[config.mk]
export PLATFORM = sky130hd
export DESIGN_NAME = bru_branch_resolver
export DESIGN_NICKNAME = d
export VERILOG_FILES = /design/src/rtl/bru_pkg.sv /design/src/rtl/bru_operand_latch.sv /design/src/rtl/bru_relation_eval.sv /design/src/rtl/bru_target_calc.sv /design/src/rtl/bru_branch_resolver.sv
export SDC_FILE = /design/constraint.sdc
export NUM_CORES = 1
export LEC_CHECK = 0
export ABC_AREA = 1
export BUFFER_PORTS_ARGS = -buffer_cell sky130_fd_sc_hd__buf_2
export CAP_MARGIN = 5
export CORE_ASPECT_RATIO = 0.75
export CORE_UTILIZATION = 55
export CTS_CLUSTER_SIZE = 12
export DETAILED_ROUTE_END_ITERATION = 8
export GPL_TIMING_DRIVEN = 0
export PLACE_DENSITY_LB_ADDON = 0.3
export SLEW_MARGIN = 20
export SYNTH_ARGS = -nofsm -noshare
export SYNTH_HDL_FRONTEND = slang
export SYNTH_SLANG_ARGS = --single-unit
[constraint.sdc]
create_clock -name clk -period 9.3 [get_ports clk]
set_clock_uncertainty 0.15 [all_clocks]
set_input_delay 1.395 -clock clk [delete_from_list [all_inputs] [get_ports clk]]
set_output_delay 1.395 -clock clk [all_outputs]
set_load 0.05 [all_outputs]
[src/rtl/bru_pkg.sv]
package bru_pkg;

    localparam int DATA_W  = 32;
    localparam int PC_W    = 32;
    localparam int OFF_W   = 10;
    localparam int COND_W  = 4;
    localparam int NUM_REL = 10;
    localparam int NUM_CODE = 1 << COND_W;
    localparam int INSN_BYTES = 2;

    typedef logic [DATA_W-1:0] word_t;
    typedef logic [PC_W-1:0]   pc_t;
    typedef logic [OFF_W-1:0]  off_t;

    typedef enum logic [COND_W-1:0] {
        REL_EQ  = 4'd0,
        REL_NE  = 4'd1,
        REL_SLT = 4'd2,
        REL_SGT = 4'd3,
        REL_ULT = 4'd4,
        REL_UGT = 4'd5,
        REL_SGE = 4'd6,
        REL_SLE = 4'd7,
        REL_UGE = 4'd8,
        REL_ULE = 4'd9
    } rel_code_e;

    typedef struct packed {
        word_t a;
        word_t b;
    } operand_pair_t;

    typedef struct packed {
        pc_t                pc;
        logic [COND_W-1:0]  code;
        off_t               off;
    } branch_req_t;

    typedef struct packed {
        logic taken;
        logic illegal;
        pc_t  next_pc;
    } branch_res_t;

    // Evaluate one defined relation of A against B.
    function automatic logic eval_relation(input rel_code_e code, input word_t a, input word_t b);
        logic r;
        case (code)
            REL_EQ:  r = (a == b);
            REL_NE:  r = (a != b);
            REL_SLT: r = ($signed(a) <  $signed(b));
            REL_SGT: r = ($signed(a) >  $signed(b));
            REL_ULT: r = (a <  b);
            REL_UGT: r = (a >  b);
            REL_SGE: r = ($signed(a) >= $signed(b));
            REL_SLE: r = ($signed(a) <= $signed(b));
            REL_UGE: r = (a >= b);
            REL_ULE: r = (a <= b);
            default: r = 1'b0;
        endcase
        return r;
    endfunction

    // Halfword offset to a byte displacement.
    function automatic pc_t offset_to_bytes(input off_t off);
        pc_t ext;
        ext = {{(PC_W-OFF_W){off[OFF_W-1]}}, off};
        return ext << 1;
    endfunction

endpackage

[src/rtl/bru_operand_latch.sv]
module bru_operand_latch
    import bru_pkg::*;
(
    input  logic          clk,
    input  logic          rst,
    input  logic          load,
    input  operand_pair_t din,
    output operand_pair_t held
);

    always_ff @(posedge clk) begin
        if (rst) begin
            held <= '0;
        end else if (load) begin
            held <= din;
        end
    end


    load_captures_chk: assert property (@(posedge clk) disable iff (rst)
        load |=> (held == $past(din)));


    hold_without_load_chk: assert property (@(posedge clk) disable iff (rst)
        (!load && !$past(rst)) |=> $stable(held));

endmodule

[src/rtl/bru_relation_eval.sv]
module bru_relation_eval
    import bru_pkg::*;
(
    input  operand_pair_t     ops,
    input  logic [COND_W-1:0] code,
    output logic              hit,
    output logic              undefined
);

    logic [NUM_CODE-1:0] rel_vec;

    for (genvar i = 0; i < NUM_CODE; i++) begin : g_rel
        if (i < NUM_REL) begin : g_def
            assign rel_vec[i] = eval_relation(rel_code_e'(i), ops.a, ops.b);
        end else begin : g_undef
            assign rel_vec[i] = 1'b0;
        end
    end

    assign undefined = (code >= COND_W'(NUM_REL));
    assign hit       = rel_vec[code] & ~undefined;

endmodule

[src/rtl/bru_target_calc.sv]
module bru_target_calc
    import bru_pkg::*;
(
    input  pc_t  pc,
    input  off_t off,
    input  logic hit,
    input  logic undefined,
    output pc_t  next_pc
);

    pc_t seq_pc;
    pc_t jump_pc;

    always_comb begin
        seq_pc  = pc + PC_W'(INSN_BYTES);
        jump_pc = seq_pc + offset_to_bytes(off);
        if (undefined) begin
            next_pc = pc;
        end else if (hit) begin
            next_pc = jump_pc;
        end else begin
            next_pc = seq_pc;
        end
    end

endmodule

[src/rtl/bru_branch_resolver.sv]
module bru_branch_resolver
    import bru_pkg::*;
(
    input  logic        clk,
    input  logic        rst,
    input  logic        cmp_valid,
    input  logic [31:0] cmp_a,
    input  logic [31:0] cmp_b,
    input  logic        br_valid,
    input  logic [31:0] br_pc,
    input  logic [3:0]  br_cond,
    input  logic [9:0]  br_offset,
    output logic        res_valid,
    output logic        res_taken,
    output logic [31:0] res_next_pc,
    output logic        res_illegal
);

    operand_pair_t cmp_in;
    operand_pair_t cmp_held;
    branch_req_t   req;
    branch_res_t   comb_res;
    branch_res_t   res_q;
    logic          valid_q;

    assign cmp_in = '{a: cmp_a, b: cmp_b};
    assign req    = '{pc: br_pc, code: br_cond, off: br_offset};

    bru_operand_latch u_latch (
        .clk  (clk),
        .rst  (rst),
        .load (cmp_valid),
        .din  (cmp_in),
        .held (cmp_held)
    );

    bru_relation_eval u_eval (
        .ops       (cmp_held),
        .code      (req.code),
        .hit       (comb_res.taken),
        .undefined (comb_res.illegal)
    );

    bru_target_calc u_tgt (
        .pc        (req.pc),
        .off       (req.off),
        .hit       (comb_res.taken),
        .undefined (comb_res.illegal),
        .next_pc   (comb_res.next_pc)
    );

    always_ff @(posedge clk) begin
        if (rst) begin
            valid_q <= 1'b0;
            res_q   <= '0;
        end else begin
            valid_q <= br_valid;
            if (br_valid) begin
                res_q <= comb_res;
            end
        end
    end

    assign res_valid   = valid_q;
    assign res_taken   = res_q.taken;
    assign res_illegal = res_q.illegal;
    assign res_next_pc = res_q.next_pc;


    strobe_to_result_chk: assert property (@(posedge clk) disable iff (rst)
        br_valid |=> res_valid);


    result_has_strobe_chk: assert property (@(posedge clk) disable iff (rst)
        (res_valid && !$past(rst)) |-> $past(br_valid));


    illegal_keeps_pc_chk: assert property (@(posedge clk) disable iff (rst)
        (br_valid && br_cond >= 4'd10) |=> (res_illegal && !res_taken && res_next_pc == $past(br_pc)));


    fallthrough_pc_chk: assert property (@(posedge clk) disable iff (rst)
        (br_valid && br_cond < 4'd10) |=> (res_taken || res_next_pc == $past(br_pc) + 32'd2));


    taken_illegal_excl_chk: assert property (@(posedge clk) disable iff (rst)
        res_valid |-> $onehot0({res_taken, res_illegal}));

endmodule

== After elaboration in Yosys (flattened, before gate mapping) ==
Cells that the tools add are included.
Word-level totals
  flip-flop bits (word level): 99
  input port bits: 114
  output and inout port bits: 35
  logic and storage cells: 26
Operators by class
  add/subtract/negate cells: 2
  $lt $le $gt $ge: 10
  equality and inequality tests: 2
  mux-type cells: 4
  bitwise gates (word level): 2
Operators with widths (count)
  $ge 32x32->1: 2
  $gt 32x32->1: 2
  $le 32x32->1: 2
  $lt 32x32->1: 2
  $mux 32: 2
  $add 32x2->32 const B: 1
  $add 32x32->32: 1
  $eq 32x32->1: 1
  $ne 32x32->1: 1
  $lt 4x5->1 const B: 1
  $bmux 1 s4: 1
  $ge 4x4->1 const B: 1
  $and 1x1->1: 1
  $mux 1: 1
  $not 1->1: 1

== Logic depth before layout (Yosys ltp) ==
Gate-level depths: netlist of run 1.
  word-level depth: 6
  gate-level depth with buffers: 26
  gate-level depth less buffers: 26

== By module ==
A second synthesis of run 1 with hierarchy kept.
Unflattened totals
  cell total of the unflattened synthesis: 1559
  area, all modules: 8941.1 um2
Modules (own cells, without submodules)
  bru_target_calc: times used 1, cells an instance 756, area an instance 3789.9 um2
  bru_operand_latch: times used 1, cells an instance 405, area an instance 2666.3 um2
  bru_branch_resolver: times used 1, cells an instance 219, area an instance 1423.9 um2
  bru_relation_eval: times used 1, cells an instance 179, area an instance 1061.0 um2

== Worst setup path before layout of run 1 ==
Ideal clock, no wire load.
  kind: input to register
  start: input port br_pc[1]
  end: register res_q, in the netlist res_next_pc[31]
  setup time: 0.069 ns
  data arrival time: 4.452 ns
  data required time: 9.081 ns
  setup slack: 4.629 ns
  stages: 26
  cells stage by stage: ha_1 nand2_1 nor2_2 nand3_2 or2_4 nor4_4 nand2_2 nor2_2 inv_2 nor2_2 nand2_1 nor2_1 xor2_1 inv_1 ha_1 inv_1 nor3_1 nand2_1 nor4_1 nand2_1 o211ai_1 xnor2_1 nand3_1 nand3_1 nand2_1 a21oi_2
On the way
  cells in the longest elaborated chain, start to end: 4
RTL lines
  start, declared: line bru_branch_resolver.sv:10  | input logic [31:0] br_pc,
  $add 32x2->32 (*): line bru_target_calc.sv:15  | seq_pc = pc + PC_W'(INSN_BYTES);
  $add 32x32->32: line bru_target_calc.sv:16  | jump_pc = seq_pc + offset_to_bytes(off);
  $mux 32 (*): line bru_target_calc.sv:19  | end else if (hit) begin
  $mux 32 (*): line bru_target_calc.sv:17  | if (undefined) begin
  end signal, assigned: line bru_branch_resolver.sv:59  | res_q <= comb_res;
  end, declared: line bru_branch_resolver.sv:23  | branch_res_t res_q;
Every way passes the cells marked *; elsewhere a longest branch is shown, timed or not.
A chain may end at the register's enable or synchronous reset.

== Worst setup path in the final report of run 1 ==
  start: input port br_pc[3]
  end: register res_q, in the netlist res_next_pc[31]
The elaborated chain is that of the path after synthesis.

==> run_results.csv, run 1 <==
group,metric,value,unit
timing,relSlewSlack,0.363,
clock_tree,cts_tree,"built",
synthesis,synthesis.area,7360,um2
worst_setup_path,crit_required,9.44,ns
routing,via_per_inst,5.48,
clock_tree,cts_setup_buffers,0,
timing,rsz0062_at_grt,"false",
routing,wl_per_cell,16.1,um
worst_hold_path,whs_path_depth,2,
timing,report.final.hold_viol_count,0,
clock_tree,cts_resized,0,
worst_setup_path,crit_path_start,"br_pc[3]",
synthesis,yosysWarnings,0,
synthesis,syn_inst,1118,
worst_setup_path,worstReg2RegStart,"u_latch.held[31]",
synthesis,synth.top_cell.area_share,0.269,
synthesis,syn_nets,1296,
floorplanning,coreArea,13000,um2
grt,grtUsageTotal,0.351,
clock_tree,cts.sinks,99,
routing,first_iter_violations,681,
power,powerDensity,152,nW/um2
clock_tree,htreeDepth,3,
grt,grt_pass1_vias,7183,
worst_setup_path,critPathArrivalTime,5.54,ns
worst_setup_path,worstSetupEndpointType,"flop",
finish,stdcell_area,8630,um2
clock_tree,hold_buffers,0,
floorplanning,start_util,0.566,
placement,dpl-instance-area,8310,um2
timing,fmax,185,MHz
finish,antennaDiodeCount,0,
routing,finalWirelength,23400,um
placement,dp_slack,3.63,ns
synthesis,synth_edf_count,0,
timing,final.setup.tns,0,ns
clock_tree,root_buffer,"clkbuf_16",
floorplanning,std_cell_rows,36,
finish,area_growth,17.2,%
placement,port_buffers,147,
synthesis,synthTopCellsByArea,"dfxtp_1 (27%), nand2_1 (11%), ha_1 (11%), o21ai_0 (8.2%), inv_1 (7.3%)",
clock_tree,cts.clk_slew.worst_paths,0.07,ns
power,total_power,0.00132,W
outcome,status,"completed",
timing,fin_crit_sh,0.581,
synthesis,synth_flop_cell,"dfxtp_1",
synthesis,yosysMostFrequentCell,"nand2_1",
placement,gp_congestion,0.974,
timing,finalWorstSetupSlack,3.90,ns
timing,setup_viol,0,
timing,finalMaxSlewViolations,0,
routing,ant_nets,0,
worst_hold_path,hold_start,"u_latch.held[19]",
routing,drtPass1Iterations,5,
synthesis,synth_async_sr_flop_share,0,
placement,dpl.hpwl,18400,um
routing,vias,7957,
worst_hold_path,min_path_type,"flop to flop",
floorplanning,die_h,102,um
floorplanning,die_width,136,um
synthesis,yosys.area.top_type,"dfxtp_1",
grt,grt_max_degree,23,
grt,grt_pass1_wl,37100,um
floorplanning,die_area,13900,um2
worst_setup_path,cp-start-kind,"input port",
power,peakVddDrop,0.000110,V
clock_tree,cts_buffer_depth,2,
timing,holdWs,0.316,ns
synthesis,synth_seq_area_share,0.269,
clock_tree,clkLatencyLatePin,0.37,ns
worst_setup_path,rr_worst_depth,12,
worst_setup_path,path_class,"input port to flop",
flow_run,cap_violations,0,
timing,period_minus_slack,5.40,ns
finish,final_nets,1454,
floorplanning,ioPinCount,149,
routing,drcViolationCount,0,
power,leakage,4.30,nW
clock_tree,cts_made_buffers,9,
synthesis,syn_area_per_cell,6.59,um2
finish,drive_gt1_frac,0.158,
synthesis,synth_seq_cells,99,
synthesis,synth_cell_types,41,
synthesis,synth_top_cells_by_count,"nand2_1 (221), inv_1 (143), nor2_1 (130), o21ai_0 (120), dfxtp_1 (99)",
grt,gr-total-overflow,0,
grt,grt_antenna_before_repair,0,
timing,worstMarginPinSlew,0.953,ns
worst_setup_path,reg2reg_slack,6.11,ns
worst_setup_path,critical_path.max_fanout,5,
==> sequential cells by signal, indices dropped and copies added, names as in the netlist <==
name,flops
u_latch.held,64
res_next_pc,32
res_illegal,1
res_taken,1
res_valid,1
==> final timing paths <==
kind	endpoint
setup reg to reg	res_next_pc[13]
hold reg to reg	u_latch.held[19]
hold / removal	u_latch.held[19]
setup / recovery	res_next_pc[31]
==> per-layer routing <==
layer,vias up,global-route usage,share of wire
li1,3999,-,-
met1,3563,0.499,0.48
met2,363,0.519,0.41
met3,30,0.0933,0.099
met4,2,0.0882,0.015
met5,-,0.0278,0.0020
==> power breakdown <==
part           internal, W  switching, W
sequential        0.000458     0.0000155
clock             0.000222      0.000186
combinational     0.000143      0.000291
==> logic make-up (layout without fill, tap and decap cells) <==
| kind of cell | after synthesis | in the layout | share of synthesized area |
|---|---|---|---|
| buf+inv | 185 | 348 | 0.0989 |
| compound gates | 274 | 274 | 0.204 |
| fa+ha+maj | 64 | 64 | 0.110 |
| flops | 99 | 99 | 0.269 |
| xor+xnor | 48 | 48 | 0.0571 |
| simple gates | 448 | 448 | 0.261 |
==> critical path: stages <==
cell and delay, ns:
buf_2 0.13, nand4_1 0.18, nor2_1 0.13, nand2_1 0.10, nor2_2 0.12, nand2_1 0.09, nor2_2 0.26, nand3_2 0.28
nor2_2 0.26, nand3_1 0.14, nor2_1 0.20, nand2_1 0.10, xor2_1 0.21, inv_1 0.07, ha_1 0.33, a21o_1 0.22
a21oi_1 0.21, inv_1 0.07, a221oi_1 0.26, o211ai_1 0.17, xnor2_1 0.21, nand3_1 0.10, nand3_1 0.12, nand2_1 0.08
a21oi_2 0.11
==> area by class of cell <==
| type | instances | area (um2) |
|---|---|---|
| buffer | 37 | 170 |
| clock buffer | 10 | 239 |
| clock inverter | 6 | 78.8 |
| fill | 1214 | 4390 |
| inverter | 148 | 558 |
| multi-input combinational | 834 | 4650 |
| sequential | 99 | 1980 |
| tap | 171 | 214 |
| timing repair buffer | 147 | 736 |
==> cells in the final DEF (no fill, tap or decap), types with 4 or more instances in the layout <==
cell type / synthesis / layout
a21o_1: 6 / 6
a21oi_1: 90 / 90
a21oi_2: 5 / 5
buf_2: 1 / 148
buf_6: 4 / 4
clkbuf_1: 29 / 29
clkbuf_16: 0 / 9
dfxtp_1: 99 / 99
ha_1: 63 / 63
inv_1: 143 / 143
nand2_1: 221 / 221
nand2_2: 9 / 9
nand3_1: 38 / 38
nand3_2: 4 / 4
nand4_1: 17 / 17
nor2_1: 130 / 130
nor2_2: 7 / 7
nor3_1: 13 / 13
o211ai_1: 10 / 10
o21a_1: 6 / 6
o21ai_0: 120 / 120
o21ai_1: 20 / 20
o21bai_1: 7 / 7
xnor2_1: 14 / 14
xor2_1: 34 / 34
==> metrics by stage <==
step,utilization,std cells
2_1_floorplan,-,1118
3_3_place_gp,0.639,1436
3_5_place_dp,0.639,1436
4_1_cts,0.663,1452
5_1_grt,0.663,1452
6_report,0.663,1452
Note: power is estimated with default switching activity, not from simulation.
==> inputs of run 2 (changes only) <==
Settings changed: ABC_AREA 1 to 0.
Clock period 9.3 ns to 5.4 ns, I/O delays scaled along.
==> run 2 against run 1 <==
  * Die area is 3.9% lower
  * Wire length is 14% lower
  * Global-route usage fell by 4.7 points
  * Synthesized area fell by 3.9%
  * Worst hold slack got worse by 0.016 ns
  * Power grew 70%
  * Critical path depth is 5 lower
  * Sequential share of layout area grew 0.96 points
  * Core utilization increased by 0.53 points
  * Register-to-register slack lost 4.4 ns
  * Critical endpoint is now res_next_pc[27]
==> run_results.csv, run 2 <==
group,metric,value,unit
timing,final.setup.tns,0,ns
grt,gr-total-overflow,0,
floorplanning,die_area,13300,um2
finish,final_nets,1174,
clock_tree,cts_setup_buffers,0,
grt,grt_pass1_vias,6253,
power,peakVddDrop,0.000181,V
floorplanning,die_h,100,um
finish,antennaDiodeCount,0,
grt,grt_pass1_wl,31900,um
finish,drive_gt1_frac,0.186,
worst_setup_path,rr_worst_depth,13,
finish,area_growth,17.1,%
floorplanning,coreArea,12400,um2
worst_setup_path,critical_path.max_fanout,7,
finish,seqCellArea,1980,um2
clock_tree,cts_made_buffers,9,
clock_tree,htreeDepth,3,
worst_hold_path,whs_path_depth,1,
flow_run,cap_violations,0,
synthesis,yosysMostFrequentCell,"nor2_1",
power,leakage,3.84,nW
worst_setup_path,r2r-end,"res_next_pc[8]",
worst_setup_path,cpLargestDelayFamily,"simple AND/OR/NAND/NOR gates",
grt,grt_antenna_before_repair,0,
worst_setup_path,crit_required,5.50,ns
grt,grt_max_degree,23,
synthesis,synth_async_sr_flop_share,0,
timing,setup_viol,0,
synthesis,synth_edf_count,0,
finish,regMostFlops,"u_latch.held",
timing,report.final.hold_viol_count,0,
routing,ant_nets,0,
timing,relSlewSlack,0.283,
power,powerDensity,271,nW/um2
worst_setup_path,reg2reg_slack,1.76,ns
worst_hold_path,min_to,"res_next_pc[25]",
finish,multi_input_area,4750,um2
synthesis,synth.top_cell.area_share,0.280,
placement,dpl-instance-area,7990,um2
worst_setup_path,critPathArrivalTime,5.16,ns
worst_setup_path,worstSetupEndpointType,"flop",
finish,final_common_cell,"buf_2",
synthesis,syn_nets,1022,
worst_setup_path,critical_path_buf_inv_count,2,
worst_setup_path,worstReg2RegStart,"u_latch.held[31]",
timing,worstMarginPinSlew,1.07,ns
power,total_power,0.00224,W
worst_setup_path,slowest_delay,0.43,ns
routing,finalWirelength,20000,um
finish,num-fill-cells,1122,
routing,vias,6778,
routing,drtPass1Iterations,5,
placement,dpl.hpwl,15400,um
floorplanning,die_width,133,um
clock_tree,clkLatencyLatePin,0.34,ns
routing,first_iter_violations,550,
timing,finalMaxSlewViolations,0,
synthesis,synthesis.area,7070,um2
synthesis,syn_inst,844,
finish,largest_reg_flops,64,
floorplanning,std_cell_rows,35,
finish,stdcell_area,8280,um2
timing,period_minus_slack,5.06,ns
clock_tree,cts.clk_slew.worst_paths,0.08,ns
worst_hold_path,hold_start,"res_next_pc[25]",
worst_setup_path,crit_slowest_cell,"or2_2",
grt,grtUsageTotal,0.304,
synthesis,yosys.area.top_type,"dfxtp_1",
timing,rsz0062_at_grt,"false",
timing,fin_crit_sh,0.937,
synthesis,synth_top_cells_by_count,"nor2_1 (108), dfxtp_1 (99), mux2i_1 (82), ha_1 (63), a21oi_1 (60)",
finish,final_cell_mix,"buf_2 (143), nor2_1 (108), dfxtp_1 (99)",
synthesis,synth_flop_cell,"dfxtp_1",
synthesis,syn_area_per_cell,8.38,um2
clock_tree,cts_tree,"built",
synthesis,synth_seq_cells,99,
clock_tree,cts_resized,0,
placement,port_buffers,141,
timing,fmax,198,MHz
routing,wl_per_cell,17.2,um
clock_tree,root_buffer,"clkbuf_16",
synthesis,synth_seq_area_share,0.280,
outcome,status,"completed",
clock_tree,cts_buffer_depth,2,
worst_setup_path,path_class,"input port to flop",
worst_setup_path,cp-start-kind,"input port",
synthesis,yosysWarnings,0,
synthesis,synth_cell_types,74,
clock_tree,cts.sinks,99,
worst_hold_path,min_path_type,"flop to flop",
clock_tree,hold_buffers,0,
worst_setup_path,path_cells,"buf_2, and4_1, and4_1, and3_1, nand3_1, or2_2, inv_1, nand3_1, xnor2_1, ha_1, nand2_1, a21oi_1, a221oi_1, o21ai_0, a41oi_2, nor2b_1, xnor2_1, nor2_1, a31o_1, a211oi_1",
placement,gp_congestion,0.975,
synthesis,synthTopCellsByArea,"dfxtp_1 (28%), mux2i_1 (12%), ha_1 (11%), nor2_1 (5.7%), xnor2_1 (5.2%)",
routing,drcViolationCount,0,
floorplanning,start_util,0.571,
routing,via_per_inst,5.81,
floorplanning,ioPinCount,149,
run 2: cell count changes in the layout (fill, tap and decap cells not counted), sizes merged, moves of 24 or more:
cell	previous run	this run
a21oi	95	62
inv	149	47
mux2i	0	82
nand2	231	52
nand3	43	19
nor2	137	108
o21ai	140	32
xnor2	14	42
run 2: cells by family after synthesis:
| group | synth area share |
|---|---|
| mux | 0.119 |
| xor+xnor | 0.0718 |
| buf+inv | 0.0486 |
| flops | 0.280 |
| compound gates | 0.175 |
| fa+ha+maj | 0.114 |
| simple gates | 0.191 |
run 2: where the power goes:
group	internal (W)	switching (W)
clock network	0.000336	0.000319
logic	0.000295	0.000473
registers	0.000787	0.0000321
run 2: layer usage:
metal / vias up / share of wire / global-route usage
met5: - / 0 / 0
met1: 3113 / 0.47 / 0.435
met2: 298 / 0.42 / 0.466
met4: 0 / 0.011 / 0.0592
met3: 20 / 0.094 / 0.0692
li1: 3347 / - / -
run 2: worst max path at each step:
stage | startpoint | to | slack, ns | cells past startpoint
3_5_place_dp | br_pc[7] | res_next_pc[27] | 0.13 | 20
5_1_grt | br_pc[7] | res_next_pc[27] | 0.13 | 20
4_1_cts | br_pc[7] | res_next_pc[27] | 0.46 | 20
2_1_floorplan | br_pc[7] | res_next_pc[31] | 1.08 | 18
6_report | br_pc[7] | res_next_pc[27] | 0.34 | 20
3_3_place_gp | br_pc[7] | res_next_pc[27] | 0.17 | 20
run 2: per-stage QoR:
step | instances | utilization | hold slack [ns] | setup WS (ns)
after floorplan | 844 | - | 0.310 | 1.08
after global placement | 1151 | 0.645 | 0.282 | 0.171
after detailed placement | 1151 | 0.645 | 0.289 | 0.127
after CTS | 1167 | 0.668 | 0.306 | 0.464
after global routing | 1167 | 0.668 | 0.315 | 0.133
final | 1167 | 0.668 | 0.301 | 0.340
run 2: worst reg2reg max path, cell delays in order (launching register included):
cell and delay [ns]:
dfxtp_1 0.33, inv_1 0.05, ha_1 0.26, buf_4 0.15, nand4_2 0.14, nor4_1 0.47
o311a_1 0.35, nor3_4 0.08, xnor2_1 0.13, o21ai_1 0.34, a21boi_4 0.39, buf_4 0.27
mux2i_1 0.29, o22ai_1 0.11
run 2: cell type report:
cell class                 instances  area share
clock inverter                     6     0.00680
inverter                          44      0.0199
buffer                            41      0.0216
multi-input combinational        660       0.573
tap                              166      0.0251
sequential                        99       0.239
timing repair buffer             141      0.0852
clock buffer                      10      0.0289
